==> src/rtl/telem_pkg.sv <==
package telem_pkg;

    localparam int CODE_W     = 21;
    localparam int SYM_W      = 5;
    localparam int NIB_W      = 4;
    localparam int NUM_SYM    = 4;
    localparam int DATA_W     = NIB_W * (NUM_SYM - 1);
    localparam int EXP_W      = 3;
    localparam int MANT_W     = DATA_W - EXP_W;
    localparam int WIDE_W     = MANT_W + (1 << EXP_W) - 1;
    localparam int PERIOD_DEF = 16;

    typedef logic [SYM_W-1:0] sym_t;
    typedef logic [NIB_W-1:0] nib_t;

    typedef struct packed {
        nib_t nib;
        logic bad;
    } sym_dec_t;

    typedef struct packed {
        logic [EXP_W-1:0]  expo;
        logic [MANT_W-1:0] mant;
    } float_word_t;

    function automatic sym_dec_t gcr_decode(input sym_t s);
        sym_dec_t r;
        r.bad = 1'b0;
        r.nib = '0;
        case (s)
            5'h19: r.nib = 4'h0;
            5'h1B: r.nib = 4'h1;
            5'h12: r.nib = 4'h2;
            5'h13: r.nib = 4'h3;
            5'h1D: r.nib = 4'h4;
            5'h15: r.nib = 4'h5;
            5'h16: r.nib = 4'h6;
            5'h17: r.nib = 4'h7;
            5'h1A: r.nib = 4'h8;
            5'h09: r.nib = 4'h9;
            5'h0A: r.nib = 4'hA;
            5'h0B: r.nib = 4'hB;
            5'h1E: r.nib = 4'hC;
            5'h0D: r.nib = 4'hD;
            5'h0E: r.nib = 4'hE;
            5'h0F: r.nib = 4'hF;
            default: r.bad = 1'b1;
        endcase
        return r;
    endfunction

endpackage

==> src/rtl/tl_level_unxor.sv <==
module tl_level_unxor
    import telem_pkg::*;
#(
    parameter int W = CODE_W
) (
    input  logic [W-1:0] trans_word,
    output logic [W-1:0] level_word
);
    always_comb begin
        level_word = trans_word ^ (trans_word >> 1);
    end
endmodule

==> src/rtl/tl_gcr_symbol.sv <==
module tl_gcr_symbol
    import telem_pkg::*;
(
    input  sym_t sym,
    output nib_t nib,
    output logic bad
);
    sym_dec_t dec;
    always_comb begin
        dec = gcr_decode(sym);
        nib = dec.nib;
        bad = dec.bad;
    end
endmodule

==> src/rtl/tl_check_expand.sv <==
module tl_check_expand
    import telem_pkg::*;
#(
    parameter int PERIOD_W = PERIOD_DEF
) (
    input  logic [NUM_SYM-1:0][NIB_W-1:0] nibs,
    input  logic [NUM_SYM-1:0]            bad,
    output logic [PERIOD_W-1:0]           period,
    output logic                          err
);
    nib_t             csum_exp;
    logic             csum_bad;
    float_word_t      fw;
    logic [WIDE_W-1:0] wide;
    logic [PERIOD_W-1:0] sized;

    always_comb begin
        csum_exp = ~(nibs[1] ^ nibs[2] ^ nibs[3]);
        csum_bad = (csum_exp != nibs[0]);
        fw       = {nibs[3], nibs[2], nibs[1]};
        wide     = WIDE_W'(fw.mant) << fw.expo;
        err      = (|bad) | csum_bad;
    end

    generate
        if (PERIOD_W >= WIDE_W) begin : g_fit
            always_comb sized = PERIOD_W'(wide);
        end else begin : g_sat
            always_comb begin
                if (|wide[WIDE_W-1:PERIOD_W])
                    sized = '1;
                else
                    sized = wide[PERIOD_W-1:0];
            end
        end
    endgenerate

    always_comb begin
        period = err ? '0 : sized;
    end
endmodule

==> src/rtl/telem_word_decoder.sv <==
module telem_word_decoder
    import telem_pkg::*;
#(
    parameter int PERIOD_W = PERIOD_DEF
) (
    input  logic                clk,
    input  logic                rst,
    input  logic                code_vld,
    input  logic [CODE_W-1:0]   code_in,
    output logic                out_vld,
    output logic [PERIOD_W-1:0] period_out,
    output logic                err_out
);
    logic [CODE_W-1:0]             level;
    logic [NUM_SYM-1:0][NIB_W-1:0] nibs;
    logic [NUM_SYM-1:0]            sym_bad;
    logic [PERIOD_W-1:0]           period_c;
    logic                          err_c;

    tl_level_unxor #(.W(CODE_W)) u_unxor (
        .trans_word (code_in),
        .level_word (level)
    );

    for (genvar k = 0; k < NUM_SYM; k++) begin : g_sym
        tl_gcr_symbol u_sym (
            .sym (level[k*SYM_W +: SYM_W]),
            .nib (nibs[k]),
            .bad (sym_bad[k])
        );
    end

    tl_check_expand #(.PERIOD_W(PERIOD_W)) u_chk (
        .nibs   (nibs),
        .bad    (sym_bad),
        .period (period_c),
        .err    (err_c)
    );

    always_ff @(posedge clk) begin
        if (rst) begin
            out_vld    <= 1'b0;
            period_out <= '0;
            err_out    <= 1'b0;
        end else begin
            out_vld <= code_vld;
            if (code_vld) begin
                period_out <= period_c;
                err_out    <= err_c;
            end
        end
    end
endmodule

==> config.mk <==
export PLATFORM = sky130hd
export DESIGN_NAME = telem_word_decoder
export DESIGN_NICKNAME = d
export VERILOG_FILES = /design/src/rtl/telem_pkg.sv /design/src/rtl/tl_level_unxor.sv /design/src/rtl/tl_gcr_symbol.sv /design/src/rtl/tl_check_expand.sv /design/src/rtl/telem_word_decoder.sv
export SDC_FILE = /design/constraint.sdc
export NUM_CORES = 1
export LEC_CHECK = 0
export BUFFER_PORTS_ARGS = -buffer_cell sky130_fd_sc_hd__buf_2
export CAP_MARGIN = 15
export CORE_UTILIZATION = 56
export CTS_CLUSTER_SIZE = 14
export DETAILED_ROUTE_END_ITERATION = 7
export PLACE_DENSITY = 0.92
export SLEW_MARGIN = 40
export SYNTH_ARGS = -nofsm -noshare
export SYNTH_HDL_FRONTEND = slang
export SYNTH_SLANG_ARGS = --single-unit
==> constraint.sdc <==
create_clock -name clk -period 2.9 [get_ports clk]
set_input_delay 0.435 -clock clk [delete_from_list [all_inputs] [get_ports clk]]
set_output_delay 0.435 -clock clk [all_outputs]
set_load 0.02 [all_outputs]
### Word-level counts from Yosys, hierarchy flattened

Cells that the tools add are included.

| storage, ports and cells | value |
|---|---|
| logic and storage cells | 88 |
| bits in registers | 18 |

| cells by class | value |
|---|---|
| equal/unequal tests | 65 |
| shift operators | 1 |
| muxes and demuxes | 9 |
| reduce and logical (&&, ||, !) cells | 5 |
| bitwise gates (word level) | 5 |

Operator list:

| kind | number |
|---|---|
| 4-bit case mux with 15 select lines | 4 |
| 5-bit equality test (second input constant) | 40 |
| 5-bit by 4-bit equality test with 1-bit output (second input constant) | 24 |
| 16-bit OR reduction | 4 |
| 20-bit bitwise XOR | 1 |
| 16-bit 2-to-1 mux | 1 |
| 9-bit by 3-bit << shifter with 16-bit output | 1 |
| 4-bit bitwise XOR | 2 |
| 1-bit 2-to-1 mux | 4 |
| 4-bit inequality test | 1 |
| 4-bit inverter | 1 |
| 4-bit OR reduction | 1 |
| 1-bit bitwise OR | 1 |

### Depth between registers and ports, before layout

| logic depth | value |
|---|---|
| depth in word-level cells | 9 |
| depth in mapped cells | 9 |
| gate-level depth less buffers | 7 |

### Modules after synthesis

Synthesis repeated with hierarchy kept, for this count alone.

| unflattened totals | value |
|---|---|
| cells, all modules | 213 |
| area total of the unflattened synthesis | 1849.3 sq um |

Modules (own cells, without submodules):

| module | cells each | sequential area each (sq um) | instances | area an instance (sq um) |
|---|---|---|---|---|
| tl_check_expand | 79 | 0.0 | 1 | 664.4 |
| telem_word_decoder | 57 | 360.3 | 1 | 641.9 |
| tl_gcr_symbol | 14 | 0.0 | 4 | 90.1 |
| tl_level_unxor | 21 | 0.0 | 1 | 182.7 |

### Least setup slack after synthesis

Ideal clock, no wire load.

| path | value |
|---|---|
| path type | input to register |
| start | input port code_in[12] |
| end | register period_out[13] |
| library setup time | 83 ps |
| path buffers | 1 |
| setup slack | 693 ps |
| stages | 8 |
| arrival | 2124 ps |
| cells stage by stage | buf_6 > or3_1 > o211a_1 > a211o_1 > a211oi_1 > o2111ai_1 > nand3b_4 > o31ai_4 |

| on the way | value |
|---|---|
| longest elaborated chain between the ends | 9 |

Ends and longest elaborated chain:

| what | RTL line | text |
|---|---|---|
| from (decl) | telem_word_decoder.sv:9 | `input logic [CODE_W-1:0] code_in,` |
| 20-bit bitwise XOR * | tl_level_unxor.sv:10 | `level_word = trans_word ^ (trans_word >> 1);` |
| 5-bit by 4-bit equality test with 1-bit output or 5-bit equality test (tied branches) | telem_pkg.sv:30 | `case (s)` |
| 4-bit case mux with 15 select lines | telem_pkg.sv:30 |  |
| 4-bit bitwise XOR (2 in series) | tl_check_expand.sv:18 | `csum_exp = ~(nibs[1] ^ nibs[2] ^ nibs[3]);` |
| 4-bit inverter | tl_check_expand.sv:18 |  |
| 4-bit inequality test | tl_check_expand.sv:19 | `csum_bad = (csum_exp != nibs[0]);` |
| 1-bit bitwise OR | tl_check_expand.sv:22 | `err = (\|bad) \| csum_bad;` |
| 16-bit 2-to-1 mux * | tl_check_expand.sv:39 | `period = err ? '0 : sized;` |
| to (signal assigned) | telem_word_decoder.sv:48 | `period_out <= period_c;` |
| to (decl) | telem_word_decoder.sv:11 | `output logic [PERIOD_W-1:0] period_out,` |

Mark *: on every way between the ends. The rest lies on a longest branch, timed or not.
A chain may end at the register's enable or synchronous reset.

### Final worst setup path

| path | value |
|---|---|
| start | input port code_in[18] |
| end | register period_out[9] |

| on the way | value |
|---|---|
| longest elaborated chain between the ends | 8 |

Ends and longest elaborated chain:

| what | RTL line |
|---|---|
| 20-bit bitwise XOR * | tl_level_unxor.sv:10 |
| 5-bit by 4-bit equality test with 1-bit output or 5-bit equality test (tied branches) | telem_pkg.sv:30 |
| 4-bit case mux with 15 select lines | telem_pkg.sv:30 |
| 4-bit bitwise XOR | tl_check_expand.sv:18 |
| 4-bit inverter | tl_check_expand.sv:18 |
| 4-bit inequality test | tl_check_expand.sv:19 |
| 1-bit bitwise OR | tl_check_expand.sv:22 |
| 16-bit 2-to-1 mux * | tl_check_expand.sv:39 |

Marks and branches as above.

==> flow_summary.yaml <==
run_status:
  outcome: "completed"
detailed_routing:
  drt-total-wl_mm: 4.70
  ant_nets: 0
  drtIter0Drc: 132
  vias: 2176
  firstDrtPassIters: 4
  vias_per_cell: 5.91
  wl_per_cell_um: 12.8
  drc_errors: 0
clock_tree:
  clkTransAtPathRegs_ps: 60
  hold_buffers: 0
  postCtsSetupBuffers: 0
  tritoncts: "yes"
  htreeDepth: 1
  insertion_delay_ps: 250
  cts_made_buffers: 3
  root_buffer: "clkbuf_8"
  clockBufferDepth: 2
  cts_resized: 0
  clock_sinks: 18
grt:
  grt_pass1_wl_mm: 7.82
  antenna_found_initial: 0
  first_global_vias: 1767
  grt_overflow: 0
  grt_usage: 0.233
  grt_max_degree: 22
power_and_ir_drop:
  p_comb_frac: 0.436
  switching_power_w: 0.000284
  p_leak_nw: 1.03
  p_int_w: 0.000512
  power_frac_seq: 0.314
  switching_share: 0.356
  p_clk_frac: 0.251
  powerDensity_nw_per_um2: 335
  peakVddDrop_mv: 0.132
die:
  core-area_um2: 3720
  num_io_pins: 42
  rows: 22
  start_util: 0.589
  fp.dieH_um: 64.5
  die_w_um: 64.5
  design.die.area_um2: 4160
hold_path:
  hold_depth: 2
  min_to: "out_vld$_SDFF_PP0_"
  worstHoldStart: "rst"
  hp-class: "in -> reg"
place:
  dp_worst_setup_slack_ps: 330
  portBuffers: 41
  gp_congestion: 0.866
  dpl_cell_area_um2: 2320
  dp.final_hpwl_mm: 3.57
timing:
  max_slew_margin: 0.625
  hold_viol: 0
  worst_pin_slew_ps: 562
  post-route-min-period_ps: 2450
  fin_skew_ps: 0
  setup_viol: 0
  fmax_mhz: 408
  maxSlewViolCount: 0
  fin_setup_tns_ps: 0
  rsz0062_at_grt: "no"
  worst_slack_ps: 446
  min_period_over_period: 0.846
worst_setup_path:
  reg2reg_slack_ps: 2290
  start_kind: "input pin"
  end_kind: "flip-flop"
  rr_endpoint: "err_out$_SDFFE_PP0P_"
  path_cells: "buf_2, xor2_1, nand2_1, a21oi_1, a21oi_1, mux2_2, mux2_2, o21ai_0"
  arrival_ps: 2620
  critPathKind: "in -> reg"
  cp_data_required_time_ps: 3070
  r2r_start: "err_out$_SDFFE_PP0P_"
  reg2reg_depth: 1
  max_stage_delay_ps: 450
  slowest_stage: "xor2_1"
  path_max_fanout: 16
logic_synthesis:
  synth-seq-area-share: 0.165
  synthFlopType: "dfxtp_1"
  synth_edf_count: 0
  yosysWarnings: 0
  synthesis.nets: 325
  yosys.area.top_type_share: 0.165
  synth-seq-cells: 18
  syn_inst: 301
  async_flop_share: 0
  synth_cell_type_count: 52
  synth_top_cell_by_area: "dfxtp_1"
  synth.area.top_cells: "dfxtp_1 16%, nand2_1 5.8%, mux2i_1 5.0%, o21ai_0 5.0%, xnor2_1 4.0%"
  netlist_area_um2: 2190
  synth.avg_cell_area_um2: 7.27
cells_and_area:
  post-route-util: 0.639
  fin_area_um2: 2370
  finalNetCount: 345
  area_growth_pct: 8.58
  fillers: 329
  seq_area_um2: 360
  antennaDiodeCount: 0
  multi_input_area_um2: 1630
  layout-drive-gt1-share: 0.181
run:
  cap_violations: 0
## cell usage in the layout, fill, tap and decap left out, types with 11 or more instances in the layout
| cell type | synthesis | routed |
|---|---|---|
| mux2i_1 | 11 | 11 |
| dfxtp_1 | 18 | 18 |
| a21oi_1 | 13 | 13 |
| o21ai_0 | 22 | 22 |
| inv_1 | 12 | 12 |
| nand2b_1 | 12 | 12 |
| buf_2 | 15 | 41 |
| nand2_1 | 34 | 34 |
| nor2_1 | 17 | 16 |
## layer usage
metal  vias to the layer above  GRT usage  part of all wire
met1                       982      0.304              0.47
met4                         0      0.103             0.026
li1                       1124          -                 -
met3                        13     0.0211             0.040
met2                        57      0.386              0.46
met5                         -          0                 0
## cells by family after synthesis
family	count (synthesis)	synth area share
simple gates	120	0.301
compound gates	87	0.281
buf+inv	40	0.0892
xor+xnor	22	0.0978
flops	18	0.165
mux	14	0.0658
## critical path: cells and delay by family
| kind | cells | cell delay, ps |
|---|---|---|
| xor+xnor | 1 | 450 |
| mux | 2 | 600 |
| compound gates | 3 | 500 |
| simple gates | 1 | 390 |
| buf+inv | 1 | 240 |
## sequential cells by signal (all words and copies together) (netlist names)
name	cells
err_out	1
period_out	16
out_vld	1
## how the worst max path moves through the flow
stage                      startpoint                          end  slack [ps]
after floorplan           code_in[12]  period_out[13]$_SDFFE_PP0P_         690
after global placement    code_in[18]   period_out[8]$_SDFFE_PP0P_         390
final                     code_in[18]   period_out[9]$_SDFFE_PP0P_         450
after CTS                 code_in[18]   period_out[9]$_SDFFE_PP0P_         520
after global routing      code_in[18]   period_out[9]$_SDFFE_PP0P_         260
after detailed placement  code_in[18]   period_out[8]$_SDFFE_PP0P_         330
## power by group through the flow
stage,clock [W],sequential (W),combinational [W]
after floorplan,0,0.000257,0.000282
after global placement,0,0.000255,0.000332
after detailed placement,0,0.000255,0.000341
after CTS,0.000201,0.000250,0.000343
after global routing,0.000216,0.000250,0.000382
final,0.000199,0.000250,0.000347
## metrics by stage
stage	hold WS, ps	power (W)	std cells
finish	405	0.000796	368
global route	431	0.000847	368
CTS	397	0.000794	368
detailed placement	439	0.000596	364
global placement	430	0.000587	364
floorplan	502	0.000539	301
## area by class of cell
class / instances / area share
multi-input combinational: 243 / 0.688
inverter: 12 / 0.0190
tap: 48 / 0.0253
timing repair buffer: 43 / 0.0927
sequential: 18 / 0.152
clock buffer: 4 / 0.0232
## cell usage after synthesis (all sizes together) (5+ instances only)
master,count
o21ai,22
nor2,17
nor2b,10
mux2i,11
xor2,10
a31oi,5
and3,5
nor3,10
xnor2,11
inv,12
dfxtp,18
a21oi,13
nand2b,12
clkbuf,7
or3,5
nand2,34
buf,21
nand3,10
No activity file was read; power rests on OpenSTA's default activity.
